$ cat src/rtl/lirq_pkg.sv
package lirq_pkg;
    localparam int A_GPEND = 0;
    localparam int A_CFG   = 1;
    localparam int CH_BASE = 16;
    localparam int NEV     = 5;
    localparam int DW      = 8;

    typedef enum logic {
        BUS_IDLE,
        BUS_RESP
    } bus_st_e;
endpackage

$ cat src/rtl/lirq_bus_fsm.sv
module lirq_bus_fsm
    import lirq_pkg::*;
(
    input  logic          clk,
    input  logic          rst_n,
    input  logic          rd_en,
    input  logic [DW-1:0] rd_word,
    output logic [DW-1:0] rd_data,
    output logic          rd_valid
);
    bus_st_e st_q, st_d;
    logic [DW-1:0] data_q;

    always_comb begin
        st_d = st_q;
        unique case (st_q)
            BUS_IDLE: if (rd_en) st_d = BUS_RESP;
            BUS_RESP: st_d = rd_en ? BUS_RESP : BUS_IDLE;
        endcase
    end

    always_ff @(posedge clk or negedge rst_n) begin
        if (!rst_n) begin
            st_q   <= BUS_IDLE;
            data_q <= '0;
        end else begin
            st_q <= st_d;
            if (rd_en) data_q <= rd_word;
        end
    end

    always_comb begin
        rd_valid = (st_q == BUS_RESP);
        rd_data  = rd_valid ? data_q : '0;
    end
endmodule

$ cat src/rtl/lirq_chan.sv
module lirq_chan
    import lirq_pkg::*;
#(
    parameter int NIO = 4
) (
    input  logic           clk,
    input  logic           rst_n,
    input  logic           srst,
    input  logic           clr_all,
    input  logic           s_hook,
    input  logic           s_rtrip,
    input  logic           s_gkey,
    input  logic           s_gpol,
    input  logic           s_otemp,
    input  logic           s_ramp,
    input  logic           s_tone,
    input  logic           s_lvl,
    input  logic [NIO-1:0] s_io,
    input  logic [NIO-1:0] io_in,
    input  logic           rdclr_ev,
    input  logic           rdclr_io,
    input  logic           wr_mev,
    input  logic           wr_mio,
    input  logic [DW-1:0]  wdata,
    output logic           ev_hk,
    output logic           ev_gk,
    output logic           ev_loc,
    output logic [NEV-1:0] lp_ev,
    output logic [NEV-1:0] mask_ev,
    output logic [NIO-1:0] lp_io,
    output logic [NIO-1:0] mask_io,
    output logic           irq_loc
);
    localparam int NST = 8;

    logic           primed;
    logic [NST-1:0] cur_s, prev_s, chg, rise;
    logic [NIO-1:0] prev_io, set_io;
    logic [NEV-1:0] set_ev, eff_mask;
    logic           live;

    assign cur_s = {s_lvl, s_tone, s_ramp, s_otemp, s_gpol, s_gkey, s_rtrip, s_hook};
    assign live  = primed && !srst;
    assign chg   = live ? (cur_s ^ prev_s) : '0;
    assign rise  = live ? (cur_s & ~prev_s) : '0;
    assign set_io = live ? ((s_io ^ prev_io) & io_in) : '0;

    assign ev_hk  = chg[0] | chg[1];
    assign ev_gk  = chg[2];
    assign set_ev = {rise[7], rise[6], rise[5], rise[4], chg[3]};
    assign ev_loc = (|set_ev) | (|set_io);

    // tone and level-meter bits have no mask
    assign eff_mask = {2'b00, mask_ev[4:2]};
    assign irq_loc  = (|(lp_ev & ~eff_mask)) | (|(lp_io & ~mask_io));

    always_ff @(posedge clk or negedge rst_n) begin
        if (!rst_n) begin
            primed  <= 1'b0;
            prev_s  <= '0;
            prev_io <= '0;
            lp_ev   <= '0;
            lp_io   <= '0;
            mask_ev <= '1;
            mask_io <= '1;
        end else begin
            primed  <= !srst;
            prev_s  <= cur_s;
            prev_io <= s_io;
            if (srst) begin
                lp_ev <= '0;
                lp_io <= '0;
            end else begin
                lp_ev <= (lp_ev & ~{NEV{rdclr_ev | clr_all}}) | set_ev;
                lp_io <= (lp_io & ~{NIO{rdclr_io | clr_all}}) | set_io;
            end
            if (wr_mev) mask_ev <= wdata[NEV-1:0];
            if (wr_mio) mask_io <= wdata[NIO-1:0];
        end
    end
endmodule

$ cat src/rtl/line_irq_ctrl.sv
module line_irq_ctrl
    import lirq_pkg::*;
#(
    parameter int NCH = 4,
    parameter int NIO = 4,
    parameter int AW  = 6
) (
    input  logic               clk,
    input  logic               rst_n,
    input  logic [NCH-1:0]     st_hook,
    input  logic [NCH-1:0]     st_rtrip,
    input  logic [NCH-1:0]     st_gkey,
    input  logic [NCH-1:0]     st_gpol,
    input  logic [NCH-1:0]     st_otemp,
    input  logic [NCH-1:0]     st_ramp,
    input  logic [NCH-1:0]     st_tone,
    input  logic [NCH-1:0]     st_lvl,
    input  logic [NCH*NIO-1:0] st_io,
    input  logic [NCH*NIO-1:0] io_is_in,
    input  logic [NCH-1:0]     ch_srst,
    input  logic [AW-1:0]      bus_addr,
    input  logic               bus_wr,
    input  logic               bus_rd,
    input  logic [DW-1:0]      bus_wdata,
    output logic [DW-1:0]      bus_rdata,
    output logic               bus_rvalid,
    output logic               irq_pin
);
    localparam int CHW = (NCH > 1) ? $clog2(NCH) : 1;
    localparam logic [AW-1:0] CH_LO = AW'(CH_BASE);
    localparam logic [AW-1:0] CH_HI = AW'(CH_BASE + 4 * NCH);

    logic [2*NCH-1:0] gpend;
    logic [NCH-1:0]   ev_hk_v, ev_gk_v, ev_loc_v, irq_loc_v, g_irq_v;
    logic             cfg_pol;
    logic             in_ch, hit_g, hit_cfg, clr_g;
    logic [AW-1:0]    ch_off;
    logic [CHW-1:0]   ch_sel;
    logic [1:0]       sub;
    logic [DW-1:0]    rd_word;
    logic             pend_any, ev_any, irq_act;

    logic [NEV-1:0] lp_ev_a   [NCH];
    logic [NEV-1:0] mask_ev_a [NCH];
    logic [NIO-1:0] lp_io_a   [NCH];
    logic [NIO-1:0] mask_io_a [NCH];
    logic [NCH*(NEV+NIO)-1:0] lp_flat;

    assign hit_g   = (bus_addr == AW'(A_GPEND));
    assign hit_cfg = (bus_addr == AW'(A_CFG));
    assign in_ch   = (bus_addr >= CH_LO) && (bus_addr < CH_HI);
    assign ch_off  = bus_addr - CH_LO;
    assign ch_sel  = ch_off[CHW+1:2];
    assign sub     = ch_off[1:0];
    assign clr_g   = bus_wr && hit_g;

    for (genvar c = 0; c < NCH; c++) begin : g_ch
        logic sel;
        assign sel = in_ch && (ch_sel == CHW'(c));
        lirq_chan #(.NIO(NIO)) i_chan (
            .clk      (clk),
            .rst_n    (rst_n),
            .srst     (ch_srst[c]),
            .clr_all  (clr_g),
            .s_hook   (st_hook[c]),
            .s_rtrip  (st_rtrip[c]),
            .s_gkey   (st_gkey[c]),
            .s_gpol   (st_gpol[c]),
            .s_otemp  (st_otemp[c]),
            .s_ramp   (st_ramp[c]),
            .s_tone   (st_tone[c]),
            .s_lvl    (st_lvl[c]),
            .s_io     (st_io[c*NIO +: NIO]),
            .io_in    (io_is_in[c*NIO +: NIO]),
            .rdclr_ev (bus_rd && sel && sub == 2'd0),
            .rdclr_io (bus_rd && sel && sub == 2'd1),
            .wr_mev   (bus_wr && sel && sub == 2'd2),
            .wr_mio   (bus_wr && sel && sub == 2'd3),
            .wdata    (bus_wdata),
            .ev_hk    (ev_hk_v[c]),
            .ev_gk    (ev_gk_v[c]),
            .ev_loc   (ev_loc_v[c]),
            .lp_ev    (lp_ev_a[c]),
            .mask_ev  (mask_ev_a[c]),
            .lp_io    (lp_io_a[c]),
            .mask_io  (mask_io_a[c]),
            .irq_loc  (irq_loc_v[c])
        );
        assign g_irq_v[c] = (gpend[c] && !mask_ev_a[c][0]) ||
                            (gpend[NCH+c] && !mask_ev_a[c][1]);
        assign lp_flat[c*(NEV+NIO) +: NEV+NIO] = {lp_io_a[c], lp_ev_a[c]};
    end

    always_ff @(posedge clk or negedge rst_n) begin
        if (!rst_n) begin
            gpend   <= '0;
            cfg_pol <= 1'b0;
        end else begin
            gpend <= (gpend & ~{2*NCH{clr_g || (bus_rd && hit_g)}}) | {ev_gk_v, ev_hk_v};
            if (bus_wr && hit_cfg) cfg_pol <= bus_wdata[0];
        end
    end

    always_comb begin
        rd_word = '0;
        if (hit_g) begin
            rd_word[2*NCH-1:0] = gpend;
        end else if (hit_cfg) begin
            rd_word[0] = cfg_pol;
        end else if (in_ch) begin
            unique case (sub)
                2'd0: rd_word[NEV-1:0] = lp_ev_a[ch_sel];
                2'd1: rd_word[NIO-1:0] = lp_io_a[ch_sel];
                2'd2: rd_word[NEV-1:0] = mask_ev_a[ch_sel];
                2'd3: rd_word[NIO-1:0] = mask_io_a[ch_sel];
            endcase
        end
    end

    lirq_bus_fsm i_bus (
        .clk      (clk),
        .rst_n    (rst_n),
        .rd_en    (bus_rd),
        .rd_word  (rd_word),
        .rd_data  (bus_rdata),
        .rd_valid (bus_rvalid)
    );

    assign irq_act  = (|g_irq_v) || (|irq_loc_v);
    assign irq_pin  = cfg_pol ? irq_act : !irq_act;
    assign pend_any = (|gpend) || (|lp_flat);
    assign ev_any   = (|ev_hk_v) || (|ev_gk_v) || (|ev_loc_v);
endmodule

$ cat config.mk
export PLATFORM = sky130hd
export DESIGN_NAME = line_irq_ctrl
export DESIGN_NICKNAME = d
export VERILOG_FILES = /design/src/rtl/lirq_pkg.sv /design/src/rtl/lirq_bus_fsm.sv /design/src/rtl/lirq_chan.sv /design/src/rtl/line_irq_ctrl.sv
export SDC_FILE = /design/constraint.sdc
export NUM_CORES = 1
export LEC_CHECK = 0
export ABC_CLOCK_PERIOD_IN_PS = 4200
export BUFFER_PORTS_ARGS = -buffer_cell sky130_fd_sc_hd__clkbuf_2
export CAP_MARGIN = 20
export CORE_MARGIN = 3
export CORE_UTILIZATION = 30
export CTS_CLUSTER_DIAMETER = 40
export CTS_CLUSTER_SIZE = 12
export DETAILED_ROUTE_END_ITERATION = 7
export SETUP_SLACK_MARGIN = 0.5
export SYNTH_ARGS = -nofsm -noshare
export SYNTH_HDL_FRONTEND = slang
export SYNTH_SLANG_ARGS = --single-unit
$ cat constraint.sdc
create_clock -name clk -period 4.2 [get_ports clk]
set_input_delay 0.42 -clock clk [delete_from_list [all_inputs] [get_ports clk]]
set_output_delay 0.42 -clock clk [all_outputs]
set_load 0.01 [all_outputs]
; Yosys cells after proc, flatten, opt, wreduce, memory -nomap -nowiden
; Index checks and enable logic that the tools add are counted.
[classes]
n_addsub = 1
order_cmp = 3
n_eq_ne = 7
n_mux = 42
bitwise_logic = 80
reduce_logical = 76
[ops]
columns = op, count
row1 = 2-to-1 mux 4 bit, 17
row2 = 2-to-1 mux 5 bit, 10
row3 = bitwise AND 4 bit, 12
row4 = logical AND 1 bit, 44
row5 = bitwise AND 5 bit, 8
row6 = bitwise AND 8 bit, 5
row7 = 2-to-1 mux 8 bit, 5
row8 = inverter 8 bit, 5
row9 = inverter 4 bit, 8
row10 = bitwise XOR 4 bit, 8
row11 = OR reduction 4 bit, 6
row12 = binary-select mux 5 bit (select 2 bit), 2
row13 = inverter 3 -> 5 bit, 4
row14 = inverter 5 bit, 4
row15 = bitwise OR 5 bit, 4
row16 = OR reduction 5 bit, 4
row17 = binary-select mux 4 bit (select 2 bit), 2
row18 = bitwise OR 1 bit, 16
row19 = bitwise OR 4 bit, 4
row20 = one-hot mux 4 bit (4 select lines), 1
row21 = zero test 1 bit, 13
row22 = "equality test 2 bit, second input constant", 4
row23 = bitwise OR 8 bit, 1
row24 = "equality test 6 x 1 -> 1 bit, second input constant", 1
row25 = 12 further kinds, 21
[totals]
ff_bits = 142
in_bits = 86
out_inout_bits = 10
elab_cells = 241

; Depth between registers and ports, before layout
; Gate-level depths: netlist of the first run.
[logic_depth]
ltp_word = 10
ltp_mapped = 7
ltp_nobuf = 5

; Hierarchy
; From an unflattened synthesis of the first run, not the netlist that was laid out.
[unflattened]
hier_cells = 553
area_unflattened_um2 = 6635.1
[by_module_without_submodules]
columns = mod, instances, cells_each, area_each_um2, seq_area_each_um2
row1 = lirq_chan, 4, 96, 1236.2, 787.0
row2 = line_irq_ctrl, 1, 143, 1283.7, 225.2
row3 = lirq_bus_fsm, 1, 26, 406.6, 225.2

; Worst setup path before layout of the first run
; OpenSTA, ideal clock, no wires.
[synth_path]
path_kind = input to register
startpoint = input bus_addr[5]
endpoint = register g_ch[3].i_chan.lp_ev[0]
setup_ps = 132
t_arrival_ps = 1728
required_ps = 4068
slack_ps = 2340
cell_stages = 5
path_buffers = 0
cell_sequence = or4_4 nor4b_4 a31oi_1 a22oi_1 nor2_1
[synth_via]
elab_chain_len = 10
word_cells_on_any_way = 13
classes_between = order compare: 2 / mux: 1 / bitwise: 4 / reduce/logical: 6
[synth_rtl]
columns = element, line_no
row1 = from (decl), line_irq_ctrl.sv:21  ; input logic [AW-1:0] bus_addr,
row2 = greater-or-equal comparator 6 x 5 -> 1 bit or < comparator 6 bit (tied branches), line_irq_ctrl.sv:51  ; assign in_ch = (bus_addr >= CH_LO) && (bus_addr < CH_HI);
row3 = logical AND 1 bit, line_irq_ctrl.sv:51
row4 = logical AND 1 bit, line_irq_ctrl.sv:59  ; assign sel = in_ch && (ch_sel == CHW'(c));
row5 = logical AND 1 bit (2 in a row), line_irq_ctrl.sv:75  ; .rdclr_ev (bus_rd && sel && sub == 2'd0),
row6 = bitwise OR 1 bit *, lirq_chan.sv:74  ; lp_ev <= (lp_ev & ~{NEV{rdclr_ev | clr_all}}) | set_ev;
row7 = inverter 5 bit *, lirq_chan.sv:74
row8 = bitwise AND 5 bit *, lirq_chan.sv:74
row9 = bitwise OR 5 bit *, lirq_chan.sv:74
row10 = 2-to-1 mux 5 bit *, lirq_chan.sv:70  ; if (srst) begin
row11 = to (signal assigned), lirq_chan.sv:74
row12 = to (decl), lirq_chan.sv:28  ; output logic [NEV-1:0] lp_ev,
; Mark *: on every way between the ends. The rest lies on a longest branch, timed or not.
; A chain may end at the register's enable or synchronous reset.

; Final worst setup path of the first run
[layout_path]
startpoint = register g_ch[2].i_chan.lp_ev[3]
endpoint = output irq_pin
[layout_via]
elab_chain_len = 7
[layout_rtl]
columns = element, line_no
row1 = from (decl), lirq_chan.sv:28
row2 = from (signal assigned), lirq_chan.sv:74
row3 = bitwise AND 5 bit *, lirq_chan.sv:55  ; assign irq_loc = (|(lp_ev & ~eff_mask)) | (|(lp_io & ~mask_io));
row4 = OR reduction 5 bit *, lirq_chan.sv:55
row5 = bitwise OR 1 bit *, lirq_chan.sv:55
row6 = OR reduction 4 bit *, line_irq_ctrl.sv:129  ; assign irq_act = (|g_irq_v) || (|irq_loc_v);
row7 = logical OR 1 bit *, line_irq_ctrl.sv:129
row8 = zero test 1 bit, line_irq_ctrl.sv:130  ; assign irq_pin = cfg_pol ? irq_act : !irq_act;
row9 = 2-to-1 mux 1 bit *, line_irq_ctrl.sv:130
row10 = to (decl), line_irq_ctrl.sv:27  ; output logic irq_pin
; Marked as above.

==> out/results.ini, run 1 <==
[synth]
synth_cell_types = 43
synthArstFlopShare_pct = 100.0
yosysWarnings = 0
synth_largest_area_cell = dfrtp_1
postSynthCellCount = 522
syn_avg_cell_area_um2 = 12.06
synth_nets = 608
synth_edf_count = 0
seq_area_frac_synth_pct = 57.17
synth_area_leaders = dfrtp_1 (42%), dfstp_2 (15%), mux2_2 (6.8%), a32oi_1 (4.5%), xor2_1 (3.3%)
yosysMostFrequentCell = dfrtp_1
synthFlopType = dfrtp_1
ys_ff_latch = 142
synth_top_area_share_pct = 42.14
synth_area_um2 = 6295
synth_common_cells = dfrtp_1 (106), inv_1 (52), nor2_1 (52), mux2_2 (38), dfstp_2 (36)

[clock_network]
cts_inserted_buffers = 17
cts.path.max_buffers = 2
post_cts_buffers = 0
cts-root-buf = clkbuf_16
cts_hold_buffers = 0
tritoncts = done
cts_sinks = 142
htreeDepth = 4
cts-resized-gates = 0
cts.reportedPaths.clkPinSlew_ns = 0.06
clk_latency_ns = 0.43

[worst_setup_path]
r2r-end = i_bus.data_q[0]
worst-path-max-fanout = 3
rr_worst_depth = 5
crit_top_cell = nor4_1
r2r-start = g_ch[1].i_chan.lp_io[0]
cpMaxStageDelayCell = dfrtp_1
cp.required_ns = 3.78
worstSetupEndpointType = output pin
critPathMaxStageDelay_ns = 0.45
r2r_slack_ns = 2.61
start_kind = flip-flop
path_cells = nor4_1 > nand2_1 > nor4_1 > nand4_1 > xnor2_1 > clkbuf_2
crit_type = flip-flop to output pin
critPathArrivalTime_ns = 2.34

[pwr]
power.leakage_uw = 0.003404
p_total_uw = 3612
p_int_uw = 2694
comb_power_share_pct = 9.6
power.share.sequential_pct = 44.4
powerDensity_nw_per_um2 = 469.9
power_frac_clock_pct = 46.1
switchingPower_uw = 917.6
irDropWorstVdd_mv = 0.2606
switching_share_pct = 25.41

[status]
status = complete, no violations

[floorplanning]
core_area_um2 = 20430
start_util_pct = 30.81
die-area_um2 = 22760
die_x_um = 150.9
ios = 96
placementRows = 52
die_y_um = 150.9

[timing]
fin_tns_setup_ns = 0
drv_slew = 0
tightest_slew_ns = 1.001
hold_slack_ns = 0.1162
fmax_mhz = 361.8
fin_skew_ns = 0.008996
layout_min_cycle_time_ns = 2.764
hold_viol_final = 0
finalSetupViolCount = 0
max_slew_margin_pct = 33.27
finalCritPeriodShare_pct = 65.81
rsz0062_at_grt = no
setup_slack_ns = 1.436

[route]
first_pass_iters = 5
ant_nets = 0
num_vias = 4524
drtIter0Drc = 295
drc = 0
wl_mm = 16.80
avgViaCountPerCell = 5.038
post_drt_wl_per_cell_um = 18.71

[final_layout]
regArea_um2 = 3598
nets = 701
layout-drive-gt1-share_pct = 34.24
finish.instance_area_um2 = 7687
antenna_cells = 0
area_growth_pct = 22.12
multiInputGateArea_um2 = 2414
n_fill_cell = 1994

[place]
gp_congestion = 0.8833
pre_cts_slack_ns = 1.533
port_buffers = 92
place_hpwl_mm = 12.25
place_area_um2 = 7034

[grt]
overflow = 0
grt_pass1_wl_mm = 26.30
grt_pass1_vias = 4499
grt_usage_pct = 15.54
grt_max_degree = 110
antenna_found_initial = 0

[hold_path]
min_path_type = input pin to asynchronous set/reset pin

[flow_run]
drv_cap = 0

==> metrics by stage <==
stage | utilization [%] | cells
floorplan | - | 522
global placement | 34.43 | 866
detailed placement | 34.43 | 866
CTS | 37.63 | 898
global route | 37.63 | 898
finish | 37.63 | 898
==> logic make-up after synthesis <==
| kind of cell | after synthesis | share of synthesized area, % |
|---|---|---|
| AOI/OAI and AO/OA | 88 | 10.85 |
| DFF | 142 | 57.17 |
| buffers and inverters | 73 | 4.492 |
| and+or+nand+nor | 125 | 10.14 |
| muxes | 61 | 12.76 |
| xor gates and xnor gates | 33 | 4.592 |
==> state kept, by name, summed over array words and instances (netlist names) <==
name and cells:
g_ch.i_chan.prev_s 32, g_ch.i_chan.lp_ev 20, g_ch.i_chan.mask_ev 20, g_ch.i_chan.lp_io 16, g_ch.i_chan.mask_io 16, g_ch.i_chan.prev_io 16, gpend 8, i_bus.data_q 8
g_ch.i_chan.primed 4, cfg_pol 1, i_bus.rd_valid 1
==> per-layer routing <==
layer,up-vias,wire length [um],GRT usage [%]
met5,-,0,0
met3,22,1197,4.339
met1,2268,7879,22.49
met2,162,7428,22.46
met4,0,293,5.213
li1,2072,-,-
==> power groups by stage <==
stage,Clock [uW],Sequential (uW),Combinational (uW)
2_1_floorplan,0,1580,219
5_1_grt,1760,1610,386
3_5_place_dp,0,1630,346
3_3_place_gp,0,1620,341
6_report,1660,1600,345
4_1_cts,1700,1600,348
==> worst max path at each step <==
stage	start	cells after the start	to	slack, ns
after detailed placement	bus_addr[2]	5	gpend[7]	1.53
final	g_ch[2].i_chan.lp_ev[3]	6	irq_pin	1.44
after global placement	bus_addr[2]	5	gpend[7]	1.55
after global routing	g_ch[0].i_chan.lp_ev[3]	6	irq_pin	1.33
after floorplan	bus_addr[5]	5	g_ch[3].i_chan.lp_ev[0]	2.34
after CTS	g_ch[0].i_chan.lp_ev[3]	6	irq_pin	1.38
==> worst max-delay path, delay by kind of cell, from the launching register on <==
family | cells | cell delay [ns]
buffers and inverters | 1 | 0.19
AND/OR/NAND/NOR | 4 | 1.00
XOR/XNOR | 1 | 0.29
flip-flops | 1 | 0.45
==> cell type report <==
class	instances	share of cell area, %
inverter	52	2.539
timing repair buffer	95	6.364
tap	270	4.395
sequential	142	46.81
multi-input combinational	307	31.40
clock inverter	15	2.962
clock buffer	17	5.534
==> placed cells by master, fill, tap and decap left out, types with 13 or more instances in the layout <==
| cell type | n |
|---|---|
| a32oi_1 | 32 |
| dfstp_2 | 36 |
| nand2b_1 | 13 |
| inv_1 | 52 |
| mux2_2 | 38 |
| clkbuf_2 | 91 |
| nand2_1 | 14 |
| nor2_1 | 52 |
| dfrtp_1 | 106 |
| clkbuf_16 | 17 |
| xor2_1 | 24 |
(Power assumes the default switching activity.)
==> run 2: changes to the inputs <==
--- a/config.mk
+++ b/config.mk
@@ -5,7 +5,7 @@
 export SDC_FILE = /design/constraint.sdc
 export NUM_CORES = 1
 export LEC_CHECK = 0
-export ABC_CLOCK_PERIOD_IN_PS = 4200
+export ABC_CLOCK_PERIOD_IN_PS = 2500
 export BUFFER_PORTS_ARGS = -buffer_cell sky130_fd_sc_hd__clkbuf_2
 export CAP_MARGIN = 20
 export CORE_MARGIN = 3
==> constraint.sdc (replaced) <==
create_clock -name clk -period 2.5 [get_ports clk]
set_input_delay 0.25 -clock clk [delete_from_list [all_inputs] [get_ports clk]]
set_output_delay 0.25 -clock clk [all_outputs]
set_load 0.01 [all_outputs]
==> run 2 against run 1 <==
- utilization up 2.7 points
- cell area up 7.1%
- largest cell class unchanged
- critical endpoint unchanged
- global-route usage up 0.35 points
- final cell count up 6.3%
- highest routed layer is now met5
==> out/results.ini, run 2 (synthesized netlist as in run 1, its figures left out) <==
[floorplanning]
core_area_um2 = 20430  ; unchanged
placementRows = 52  ; unchanged
die_y_um = 150.9  ; unchanged
die_x_um = 150.9  ; unchanged
start_util_pct = 30.81  ; unchanged
ios = 96  ; unchanged
die-area_um2 = 22760  ; unchanged

[final_layout]
final_common_cell = dfrtp_1
nets = 758  ; +8.1%
final_cell_mix = dfrtp_1 (105), clkbuf_2 (90), inv_1 (52), nor2_1 (52), dlygate4sd3_1 (49)
layout-drive-gt1-share_pct = 34.16  ; -0.075 points
antenna_cells = 0  ; unchanged
largest_reg_flops = 32  ; unchanged
fin_util_pct = 40.32  ; +2.7 points
fin_cells = 955  ; +6.3%
area_growth_pct = 30.85
regMostFlops = g_ch.i_chan.prev_s
top_regs = g_ch.i_chan.prev_s (32), g_ch.i_chan.lp_ev (20), g_ch.i_chan.mask_ev (20)

[grt]
grt_max_degree = 57  ; -48%
grt_pass1_vias = 4854  ; +7.9%
grt_pass1_wl_mm = 27.28  ; +3.7%
overflow = 0  ; unchanged
grt_usage_pct = 15.90  ; +0.35 points
antenna_found_initial = 1  ; +1

[timing]
max_slew_margin_pct = 57.62  ; +24 points
drv_slew = 0  ; unchanged
tightest_slew_ns = 0.6328  ; -0.3681 ns
setup_slack_ns = 0.1305  ; -1.305 ns
hold_viol_final = 0  ; unchanged
fmax_mhz = 422.0
layout_min_cycle_time_ns = 2.369
rsz0062_at_grt = yes
fin_skew_ns = 0.008183  ; -0.0008135 ns
finalCritPeriodShare_pct = 94.78
finalSetupViolCount = 0  ; unchanged
fin_tns_setup_ns = 0  ; unchanged

[pwr]
p_total_uw = 5785  ; +60%
power.leakage_uw = 0.003628  ; +6.6%
switchingPower_uw = 1569  ; +71%
power_frac_clock_pct = 41.6  ; -4.5 points
comb_power_share_pct = 11.6  ; +2.0 points
powerDensity_nw_per_um2 = 702.4  ; +49%
power.share.sequential_pct = 46.7  ; +2.3 points
p_int_uw = 4216  ; +56%
irDropWorstVdd_mv = 0.3500  ; +34%
switching_share_pct = 27.13  ; +1.7 points

[clock_network]
cts_sinks = 142  ; unchanged
tritoncts = done
cts_inserted_buffers = 17  ; unchanged
htreeDepth = 4  ; unchanged
clk_latency_ns = 0.43  ; about the same
cts-root-buf = clkbuf_16
cts.path.max_buffers = 2  ; unchanged
cts.reportedPaths.clkPinSlew_ns = 0.06  ; about the same

[worst_setup_path]
crit_type = flip-flop to output pin
cp.required_ns = 2.25  ; -1.53 ns
startpoint = g_ch[2].i_chan.lp_ev[4]
worst-path-max-fanout = 3  ; unchanged
r2r-start = g_ch[3].i_chan.mask_io[3]
cpMaxStageDelayCell = dfrtp_2
r2r_slack_ns = 0.81  ; -1.80 ns
path_cells = nor4_4 > nand2_1 > nor4_2 > nand4_1 > xnor2_2 > buf_2
critPathArrivalTime_ns = 2.12  ; -0.22 ns
setup.worst_path.end = irq_pin
critPathMaxStageDelay_ns = 0.45  ; about the same
rr_worst_depth = 5  ; unchanged
r2r-end = i_bus.data_q[3]
start_kind = flip-flop
worstSetupEndpointType = output pin

[hold_path]
min_delay_path_depth = 3
min_path_type = input pin to flip-flop
hp-start = io_is_in[15]

[status]
status = complete, no violations

[route]
ant_nets = 0  ; unchanged
wl_mm = 17.35  ; +3.3%
num_vias = 4717  ; +4.3%
drc = 0  ; unchanged
post_drt_wl_per_cell_um = 18.17  ; -2.9%
first_pass_iters = 5  ; unchanged
avgViaCountPerCell = 4.939  ; -2.0%
drtIter0Drc = 410  ; +39%

[place]
pre_cts_slack_ns = 0.3906  ; -1.142 ns
gp_congestion = 0.9186  ; +4.0%
dp.cells = 872  ; +0.69%
port_buffers = 92  ; unchanged
place_hpwl_mm = 12.45  ; +1.7%

[flow_run]
drv_cap = 0  ; unchanged

run 2: worst min path at each step:
stage	slack, ns	endpoint
5_1_grt	0.11	g_ch[3].i_chan.lp_io[0]
3_5_place_dp	0.22	g_ch[0].i_chan.prev_s[1]
3_3_place_gp	0.22	g_ch[0].i_chan.prev_s[1]
4_1_cts	0.09	g_ch[3].i_chan.lp_io[2]
6_report	0.1	g_ch[3].i_chan.lp_io[3]
2_1_floorplan	-0.05	cfg_pol
run 2: final cells by class:
| cell class | count | area (um^2) |
|---|---|---|
| multi-input cells | 307 | 2491 |
| clock inverters | 14 | 121.4 |
| inverters | 52 | 195.2 |
| flip-flops and latches | 142 | 3600 |
| clock buffers | 18 | 439.2 |
| fillers | 1925 | 12190 |
| repair buffers | 152 | 1052 |
| well taps | 270 | 337.8 |
run 2: worst max-delay path, delay by kind of cell (launching register included):
family | cells | cell delay [ns]
XOR/XNOR | 1 | 0.21
buffers and inverters | 1 | 0.17
flip-flops | 1 | 0.45
AND/OR/NAND/NOR | 4 | 0.87
run 2: what timing repair did:
item                                    in CTS  in global routing
endpoints found under the setup margin       1                  1
resized for setup                            9                  4
pin swaps                                    4                  4
buffers inserted                             2                  0
hold buffers                                49                  0
hold endpoints to repair                    76                  0
run 2: metrics by stage:
step | cell area, um^2 | hold slack (ns)
after floorplan | 6295 | -0.04559
after global placement | 7092 | 0.2249
after detailed placement | 7092 | 0.2206
after CTS | 8220 | 0.09029
after global routing | 8237 | 0.1081
final | 8237 | 0.09761
run 2: power groups by stage:
stage | registers, uW | logic (uW) | clock network (uW)
after floorplan | 2650 | 368 | 0
after global placement | 2730 | 580 | 0
after detailed placement | 2730 | 586 | 0
after CTS | 2700 | 674 | 2450
after global routing | 2720 | 742 | 2560
final | 2700 | 673 | 2410
run 2: per-layer routing:
layer / up-vias / GRT usage, % / share of wire (%)
met5: - / 0 / 0.075
met4: 2 / 4.714 / 1.3
met3: 22 / 3.800 / 5.6
met2: 165 / 24.27 / 46
met1: 2348 / 22.56 / 47
li1: 2180 / - / -
